## src/rtl/ohdlc_pkg.sv

```systemverilog
package ohdlc_pkg;
  typedef enum logic {ST_HUNT, ST_OPEN} rx_state_e;

  localparam logic [15:0] CRC_INIT   = 16'hFFFF;
  localparam logic [15:0] CRC_GOOD   = 16'hF0B8;
  localparam logic [15:0] CRC_POLY_R = 16'h8408;

  // reflected CRC-CCITT, data LSB first
  function automatic logic [15:0] crc_byte(input logic [15:0] c, input logic [7:0] d);
    logic [15:0] r;
    r = c;
    for (int i = 0; i < 8; i++) begin
      r = (r[0] ^ d[i]) ? ((r >> 1) ^ CRC_POLY_R) : (r >> 1);
    end
    return r;
  endfunction
endpackage

```

## src/rtl/ohdlc_ser.sv

```systemverilog
module ohdlc_ser (
  input  logic       clk_i,
  input  logic       rst_ni,
  input  logic       en_i,
  input  logic [7:0] byte_i,
  input  logic       valid_i,
  output logic       bit_o,
  output logic       bit_vld_o
);
  logic [7:0] sh_q;
  logic [3:0] cnt_q;

  always_ff @(posedge clk_i or negedge rst_ni) begin
    if (!rst_ni) begin
      sh_q  <= '0;
      cnt_q <= '0;
    end else if (!en_i) begin
      cnt_q <= '0;
    end else if (valid_i && cnt_q == 4'd0) begin
      sh_q  <= byte_i;
      cnt_q <= 4'd8;
    end else if (cnt_q != 4'd0) begin
      sh_q  <= {sh_q[6:0], 1'b0};
      cnt_q <= cnt_q - 4'd1;
    end
  end

  assign bit_o     = sh_q[7];
  assign bit_vld_o = (cnt_q != 4'd0);

  a_r2_msb_first: assert property (@(posedge clk_i) disable iff (!rst_ni)
    (en_i && valid_i && cnt_q == 4'd0) |=> (bit_vld_o && bit_o == $past(byte_i[7])));
  a_r2_eight_bits: assert property (@(posedge clk_i) disable iff (!rst_ni)
    cnt_q <= 4'd8);
endmodule

```

## src/rtl/ohdlc_defr.sv

```systemverilog
module ohdlc_defr (
  input  logic clk_i,
  input  logic rst_ni,
  input  logic clr_i,
  input  logic bit_i,
  input  logic vld_i,
  output logic flag_o,
  output logic abort_o,
  output logic data_o,
  output logic dbit_o
);
  logic [2:0] ones_q, ones_d;

  always_comb begin
    flag_o  = 1'b0;
    abort_o = 1'b0;
    data_o  = 1'b0;
    ones_d  = ones_q;
    if (vld_i) begin
      if (bit_i) begin
        if (ones_q == 3'd6) begin
          abort_o = 1'b1;
          ones_d  = 3'd7;
        end else if (ones_q != 3'd7) begin
          data_o = 1'b1;
          ones_d = ones_q + 3'd1;
        end
      end else begin
        ones_d = 3'd0;
        if (ones_q == 3'd6)      flag_o = 1'b1;
        else if (ones_q < 3'd5)  data_o = 1'b1;
        // ones_q==5: stuffed zero; ones_q==7: end of abort/idle run
      end
    end
  end

  assign dbit_o = bit_i;

  always_ff @(posedge clk_i or negedge rst_ni) begin
    if (!rst_ni)    ones_q <= '0;
    else if (clr_i) ones_q <= '0;
    else            ones_q <= ones_d;
  end

  a_r4_events_exclusive: assert property (@(posedge clk_i) disable iff (!rst_ni)
    $onehot0({flag_o, abort_o, data_o}));
  a_r5_abort_once: assert property (@(posedge clk_i) disable iff (!rst_ni)
    (abort_o && !clr_i) |=> !abort_o);
endmodule

```

## src/rtl/ohdlc_buf.sv

```systemverilog
module ohdlc_buf #(
  parameter int DEPTH = 88,
  parameter int AW    = $clog2(DEPTH)
) (
  input  logic          clk_i,
  input  logic          we_i,
  input  logic [AW-1:0] waddr_i,
  input  logic [7:0]    wdata_i,
  input  logic [AW-1:0] raddr_i,
  output logic [7:0]    rdata_o
);
  logic [7:0] mem_q [DEPTH];

  always_ff @(posedge clk_i) begin
    if (we_i) mem_q[waddr_i] <= wdata_i;
  end

  assign rdata_o = (int'(raddr_i) < DEPTH) ? mem_q[raddr_i] : 8'h00;

  a_r9_write_in_range: assert property (@(posedge clk_i)
    we_i |-> (int'(waddr_i) < DEPTH));
endmodule

```

## src/rtl/ohdlc_rx.sv

```systemverilog
module ohdlc_rx
  import ohdlc_pkg::*;
#(
  parameter int BUF_DEPTH = 88,
  parameter int LEN_T0    = 76,
  parameter int LEN_T1    = 88,
  localparam int AW       = $clog2(BUF_DEPTH),
  localparam int LW       = $clog2(BUF_DEPTH + 1)
) (
  input  logic          clk_i,
  input  logic          rst_ni,
  input  logic          en_i,
  input  logic [7:0]    ovh_byte_i,
  input  logic          ovh_valid_i,
  input  logic          msg_type_i,
  input  logic          stat_rd_i,
  input  logic [AW-1:0] rd_addr_i,
  output logic [7:0]    rd_data_o,
  output logic          irq_o,
  output logic          fcs_err_o,
  output logic [LW-1:0] msg_len_o
);
  logic ser_bit, ser_vld;
  logic ev_flag, ev_abort, ev_data, ev_dbit;

  rx_state_e     state_q;
  logic [2:0]    bit_cnt_q;
  logic [6:0]    acc_q;
  logic [LW-1:0] byte_cnt_q, len_q, exp_len;
  logic [15:0]   crc_q;
  logic          irq_q, fcs_err_q;
  logic [7:0]    new_byte;
  logic          byte_done, buf_we;

  ohdlc_ser u_ser (
    .clk_i, .rst_ni, .en_i,
    .byte_i(ovh_byte_i), .valid_i(ovh_valid_i),
    .bit_o(ser_bit), .bit_vld_o(ser_vld)
  );

  ohdlc_defr u_defr (
    .clk_i, .rst_ni, .clr_i(!en_i),
    .bit_i(ser_bit), .vld_i(ser_vld),
    .flag_o(ev_flag), .abort_o(ev_abort), .data_o(ev_data), .dbit_o(ev_dbit)
  );

  assign new_byte  = {ev_dbit, acc_q};
  assign byte_done = en_i && state_q == ST_OPEN && ev_data && bit_cnt_q == 3'd7;
  assign buf_we    = byte_done && byte_cnt_q != LW'(BUF_DEPTH);
  assign exp_len   = msg_type_i ? LW'(LEN_T1) : LW'(LEN_T0);

  ohdlc_buf #(.DEPTH(BUF_DEPTH), .AW(AW)) u_buf (
    .clk_i,
    .we_i(buf_we), .waddr_i(byte_cnt_q[AW-1:0]), .wdata_i(new_byte),
    .raddr_i(rd_addr_i), .rdata_o(rd_data_o)
  );

  always_ff @(posedge clk_i or negedge rst_ni) begin
    if (!rst_ni) begin
      state_q    <= ST_HUNT;
      bit_cnt_q  <= '0;
      acc_q      <= '0;
      byte_cnt_q <= '0;
      crc_q      <= CRC_INIT;
      irq_q      <= 1'b0;
      fcs_err_q  <= 1'b0;
      len_q      <= '0;
    end else begin
      if (stat_rd_i) irq_q <= 1'b0;
      if (!en_i || ev_abort) begin
        state_q <= ST_HUNT;
      end else if (ev_flag) begin
        if (state_q == ST_OPEN && byte_cnt_q >= LW'(2)) begin
          irq_q     <= 1'b1;
          fcs_err_q <= (crc_q != CRC_GOOD) || (bit_cnt_q != 3'd7) || (byte_cnt_q != exp_len);
          len_q     <= byte_cnt_q;
          state_q   <= ST_HUNT;
        end else if (!irq_q) begin
          state_q    <= ST_OPEN;
          bit_cnt_q  <= '0;
          byte_cnt_q <= '0;
          crc_q      <= CRC_INIT;
        end else begin
          state_q <= ST_HUNT;
        end
      end else if (ev_data && state_q == ST_OPEN) begin
        acc_q     <= {ev_dbit, acc_q[6:1]};
        bit_cnt_q <= bit_cnt_q + 3'd1;
        if (bit_cnt_q == 3'd7) begin
          if (byte_cnt_q == LW'(BUF_DEPTH)) begin
            state_q <= ST_HUNT;  // overflow: drop like abort
          end else begin
            crc_q      <= crc_byte(crc_q, new_byte);
            byte_cnt_q <= byte_cnt_q + LW'(1);
          end
        end
      end
    end
  end

  assign irq_o     = irq_q;
  assign fcs_err_o = fcs_err_q;
  assign msg_len_o = len_q;

  a_r8_no_write_pending: assert property (@(posedge clk_i) disable iff (!rst_ni)
    buf_we |-> !irq_q);
  a_r8_irq_sticky: assert property (@(posedge clk_i) disable iff (!rst_ni)
    (irq_q && !stat_rd_i) |=> irq_q);
  a_r8_len_held: assert property (@(posedge clk_i) disable iff (!rst_ni)
    irq_q |=> $stable(len_q));
  a_r6_irq_on_flag: assert property (@(posedge clk_i) disable iff (!rst_ni)
    $rose(irq_q) |-> $past(ev_flag));
  a_r9_count_bound: assert property (@(posedge clk_i) disable iff (!rst_ni)
    byte_cnt_q <= LW'(BUF_DEPTH));
  a_r1_disable_hunt: assert property (@(posedge clk_i) disable iff (!rst_ni)
    !en_i |=> state_q == ST_HUNT);
endmodule

```

## config.mk

```make
export PLATFORM = sky130hd
export DESIGN_NAME = ohdlc_rx
export DESIGN_NICKNAME = d
export VERILOG_FILES = /design/src/rtl/ohdlc_pkg.sv /design/src/rtl/ohdlc_ser.sv /design/src/rtl/ohdlc_defr.sv /design/src/rtl/ohdlc_buf.sv /design/src/rtl/ohdlc_rx.sv
export SDC_FILE = /design/constraint.sdc
export NUM_CORES = 1
export LEC_CHECK = 0
export BUFFER_PORTS_ARGS = -buffer_cell sky130_fd_sc_hd__clkbuf_2
export CORE_ASPECT_RATIO = 0.5
export CORE_MARGIN = 4
export CORE_UTILIZATION = 50
export CTS_BUF_LIST = sky130_fd_sc_hd__clkbuf_4 sky130_fd_sc_hd__clkbuf_8
export CTS_CLUSTER_SIZE = 12
export DETAILED_ROUTE_END_ITERATION = 16
export PLACE_DENSITY = 0.77
export SYNTH_ARGS = -nofsm -noshare
export SYNTH_HDL_FRONTEND = slang
export SYNTH_SLANG_ARGS = --single-unit
export TNS_END_PERCENT = 30
```

## constraint.sdc

```tcl
create_clock -name clk_i -period 3.9 [get_ports clk_i]
set_input_delay 0.78 -clock clk_i [delete_from_list [all_inputs] [get_ports clk_i]]
set_output_delay 0.78 -clock clk_i [all_outputs]
set_load 0.03 [all_outputs]
```

* Word-level counts from Yosys, hierarchy flattened *
Memory sizes are Yosys's and may differ from the RTL's.
Index checks and enable logic that the tools add are counted.
W data, S select, Z words.

storage, ports and cells
  bits in registers = 58
  RAM bits = 704
  output and inout port bits = 17
  memories = 1

cells by class
  $add $sub $neg = 4
  magnitude comparators = 3
  eq/ne operators = 14
  muxes and demuxes = 60
  bitwise logic cells = 18
  reduce and logical (&&, ||, !) cells = 26

memories
  name         depth  width  rd ports  clocked after Yosys merged registers in  wr ports  RTL line         RTL
  u_buf.mem_q  88     8      1         0                                        1         ohdlc_buf.sv:12  logic [7:0] mem_q [DEPTH];

operators with widths
  kind                    count
  $mux W16                14
  $mux W7                 6
  $mux W3                 9
  $mux W1                 24
  $mux W8                 3
  $not A2 Y3              8
  $ne A16 B16 Y1 const B  1
  $mux W4                 3
  $reduce_and A3 Y1       3
  $reduce_bool A3 Y1      3
  $xor A1 B1 Y1           8
  $add A7 B1 Y7 const B   1
  $eq A7 B7 Y1 const B    1
  $ge A7 B2 Y1 const B    1
  $logic_and A1 B1 Y1     7
  $lt A7 B7 Y1 const B    1
  $ne A7 B7 Y1            1
  $ne A7 B7 Y1 const B    1
  $add A3 B1 Y3 const B   2
  $eq A3 B3 Y1 const B    2
  $ne A2 B2 Y1 const B    3
  $ne A3 B3 Y1 const B    2
  $reduce_and A6 Y1       1
  $reduce_bool A2 Y1      3
  other kinds (13)        17

* Longest topological paths before layout *
  depth after elaboration = 20
  gate-level depth with buffers = 9

* By module *
From an unflattened synthesis, not the netlist that was laid out.

second synthesis, totals
  cell total of the unflattened synthesis = 1,595
  area total of the unflattened synthesis = 30,624.4 sq um

modules (own cells, without submodules)
  module      times used  cells each  area an instance (sq um)  sequential area each (sq um)
  ohdlc_buf   1           1,314       27,423.8                  21,140.3
  ohdlc_rx    1           195         2,324.7                   1,096.1
  ohdlc_ser   1           56          613.1                     300.3
  ohdlc_defr  1           30          262.8                     75.1

* Worst setup path after synthesis *
OpenSTA, ideal clock, no wires.

  kind = input-to-output
  from = input port rd_addr_i[0]
  to = output port rd_data_o[0]
  data arrival time = 3,070 ps
  data required time = 3,120 ps
  slack = 50 ps
  cell stages on the path = 7
  buffers on the path = 3
  cells stage by stage = buf_2 > buf_2 > buf_1 > mux4_2 > a221oi_1 > o21ai_0 > a221o_1

between the ends
  word-level cells in the longest chain between the ends = 2

RTL lines
  element                                         RTL line         RTL
  from (decl)                                     ohdlc_rx.sv:17   input logic [AW-1:0] rd_addr_i,
  $mem_v2 Z88 W8 or $lt A7 B7 Y1 (tied branches)  -
  $mux W8 *                                       ohdlc_buf.sv:18  assign rdata_o = (int'(raddr_i) < DEPTH) ? mem_q[raddr_i] : 8'h00;
  to (decl)                                       ohdlc_rx.sv:18   output logic [7:0] rd_data_o,

Mark *: on every way between the ends. The rest lies on a longest branch, timed or not.

* Worst setup path in the final report *
  from = input port rd_addr_i[1]
  to = output port rd_data_o[4]

The elaborated chain is that of the path after synthesis.

==> impl_metrics.toml <==
[clocking]
clock_sinks = 762
clk-insertion-delay-late_ns = 0.69
numCtsBuffers = 104
cts_tree = "built"
path_clk_slew_ns = 0.07
cts_buffer_depth = 3
root_buffer = "clkbuf_8"
htree_levels = 3

[floorplan]
coreArea_um2 = 59500
num_io_pins = 38
dieArea_um2 = 64700
start_util = 0.508
rows = 63
die_x_um = 356
die_h_um = 182

[sta]
maxSlewViolCount = 0
fin_skew_ns = 0.0393
fin_ws_ns = 0.0413
rsz0062_at_grt = "yes"
fmax_mhz = 259
holdWs_ns = 0.358
hold_viol = 0
tightest_slew_ns = 1.09
period_share = 0.989
setup_viol = 0
maxSlewHeadroom = 0.273
min_period_ns = 3.86

[synthesis]
synthCells = 1583
avgSynthCellArea_um2 = 19.1
yosysSeqAreaShare = 0.748
synth_area_um2 = 30200
synth_nets = 1613
synth_top_area_frac = 0.699
synth_edf_count = 704
ys_seq_elements = 762
synth_area_leaders = "edfxtp_1 (70%), mux4_2 (12%), dfrtp_1 (3.5%), mux2i_1 (1.7%), nor2_1 (1.5%)"
synth.largest_area_cell = "edfxtp_1"
ys_async_sr_fraction = 0.0761
synth.distinct_cells = 54
synth_flop_cell = "edfxtp_1"
yosysWarnings = 0

[power_and_ir_drop]
p_leak_nw = 11.0
total_power_mw = 15.8
power_density_nw_per_um2 = 462
peakVddDrop_mv = 0.372

[outcome]
status = "completed"

[route]
vias_per_cell = 6.10
drt-total-wl_um = 67400
ant_nets = 0
wl_per_cell_um = 25.5
vias = 16100
drtIter0Drc = 1875
firstDrtPassIters = 7
drc = 0

[finish]
drive_gt1_frac = 0.292
area_growth_pct = 12.9
final_core_util = 0.574
multi_input_area_um2 = 7300
fill_cells = 4293
final_nets = 1777
stdcell_count = 2640
register_area_um2 = 22600

[setup_path]
path_delay_family = "compound AO/OA/AOI/OAI gates"
critical_path.cell_chain = "buf_6 -> buf_4 -> mux4_2 -> a22o_1 -> a221oi_1 -> o21ai_0 -> a221o_1 -> clkbuf_2"
r2r_slack_ns = 0.05
path_buf_inv = 3
required_ns = 3.12
critPathMaxFanout = 23
cp_slowest_cell = "a221o_1"
path_class = "input pin to primary output"
setup.worst_path.end_class = "primary output"
worstPathArrival_ns = 3.08
critPathLaunchType = "input pin"
cp_slowest_stage_delay_ns = 0.40

[min_path]
hold_path.class = "input pin to flip-flop"

[flow_run]
drv_cap = 0

[global_routing]
antenna_found_initial = 1
grt.total_usage = 0.210
grt_pass1_vias = 16100
grt_pass1_wl_um = 102000
met2_usage = 0.326
grt_max_degree = 97
grt-ovfl-total = 0
grt-busiest-layer = "met2"
met3_usage = 0.0453
use_met1 = 0.307

[placement]
numPortBuffers = 37
dpl.hpwl_um = 41300
place_inst = 2452
gp_congestion = 0.859
pre_cts_ws_ns = -0.130
## registers in the layout (all words and copies together), names as in the netlist, 3 cells and up
name	flops
u_buf.mem_q	704
crc_q	16
u_ser.sh_q	8
acc_q	7
byte_cnt_q	7
msg_len_o	7
u_ser.cnt_q	4
bit_cnt_q	3
u_defr.ones_q	3
## synth_stat cells (all sizes together), types with 21 or more instances
| master | n |
|---|---|
| nor2 | 124 |
| nand2 | 87 |
| dfrtp | 42 |
| buf | 37 |
| edfxtp | 704 |
| o21ai | 37 |
| o22ai | 21 |
| clkbuf | 48 |
| mux2i | 50 |
| a21oi | 24 |
| mux4 | 163 |
| mux2 | 29 |
## power by group
group	internal [mW]	switching (mW)	leakage (nW)
Combinational	0.340	0.582	2.98
Sequential	9.00	0.0471	7.00
Clock	2.89	2.92	1.02
Total	12.2	3.55	11.0
## cell usage in the layout (no fill, tap or decap), drive strengths merged, types with 20 or more instances in the layout
| master | count |
|---|---|
| a21oi | 24 |
| buf | 108 |
| clkbuf | 169 |
| clkinv | 44 |
| dfrtp | 42 |
| edfxtp | 704 |
| mux2 | 29 |
| mux2i | 50 |
| mux4 | 163 |
| nand2 | 87 |
| nor2 | 124 |
| o21ai | 37 |
| o22ai | 21 |
| xnor2 | 20 |
## worst reg2reg max path, delay by kind of cell (launching register included)
kind,cells,cell delay (ns)
DFF,1,0.54
and+or+nand+nor,5,2.92
## final cells by class
cell class              instances  share of cell area
flip-flops and latches        762               0.663
multi-input cells             727               0.214
clock buffers                 135              0.0493
repair buffers                143              0.0355
well taps                     812              0.0298
clock inverters                51             0.00784
inverters                       9            0.000989
diodes                          1           0.0000733
## metrics by stage
stage	TNS, ns	area, um2
global route	-7.88	34100
detailed placement	-0.384	32100
global placement	-0.270	32100
finish	0	34100
CTS	0	34100
floorplan	0	30200
## worst paths after layout
check,start,end,cells after the start
hold / removal,stat_rd_i,irq_o,3
setup / recovery,rd_addr_i[1],rd_data_o[4],8
max in group asynchronous,rst_ni,u_ser.sh_q[7],3
hold reg to reg,crc_q[12],crc_q[12],2
min in group asynchronous,rst_ni,msg_len_o[4],2
setup reg to reg,byte_cnt_q[4],u_buf.mem_q[12][3],5
## cells by family after synthesis
kind of cell | count (synthesis) | share of synthesized area
buffers and inverters | 94 | 0.0128
xor gates and xnor gates | 26 | 0.00753
DFF | 762 | 0.748
muxes | 242 | 0.149
adders and majority gates | 9 | 0.00372
AOI/OAI and AO/OA | 165 | 0.0374
and+or+nand+nor | 285 | 0.0418
## layer usage
| layer | routed length [um] | part of all wire |
|---|---|---|
| met5 | 0 | 0 |
| met2 | 31800 | 0.47 |
| met4 | 1490 | 0.022 |
| met1 | 27600 | 0.41 |
| met3 | 6560 | 0.097 |
## repair_timing
item | 4_1_cts | 5_1_grt
endpoints found under the setup margin | 7 | 174
gates resized for setup | 9 | 15
setup buffers | 0 | 0
endpoints found under the hold margin | 6 | 0
cloned | 0 | 0
hold buffers | 1 | 0
Power figures use the tool's default switching activity.
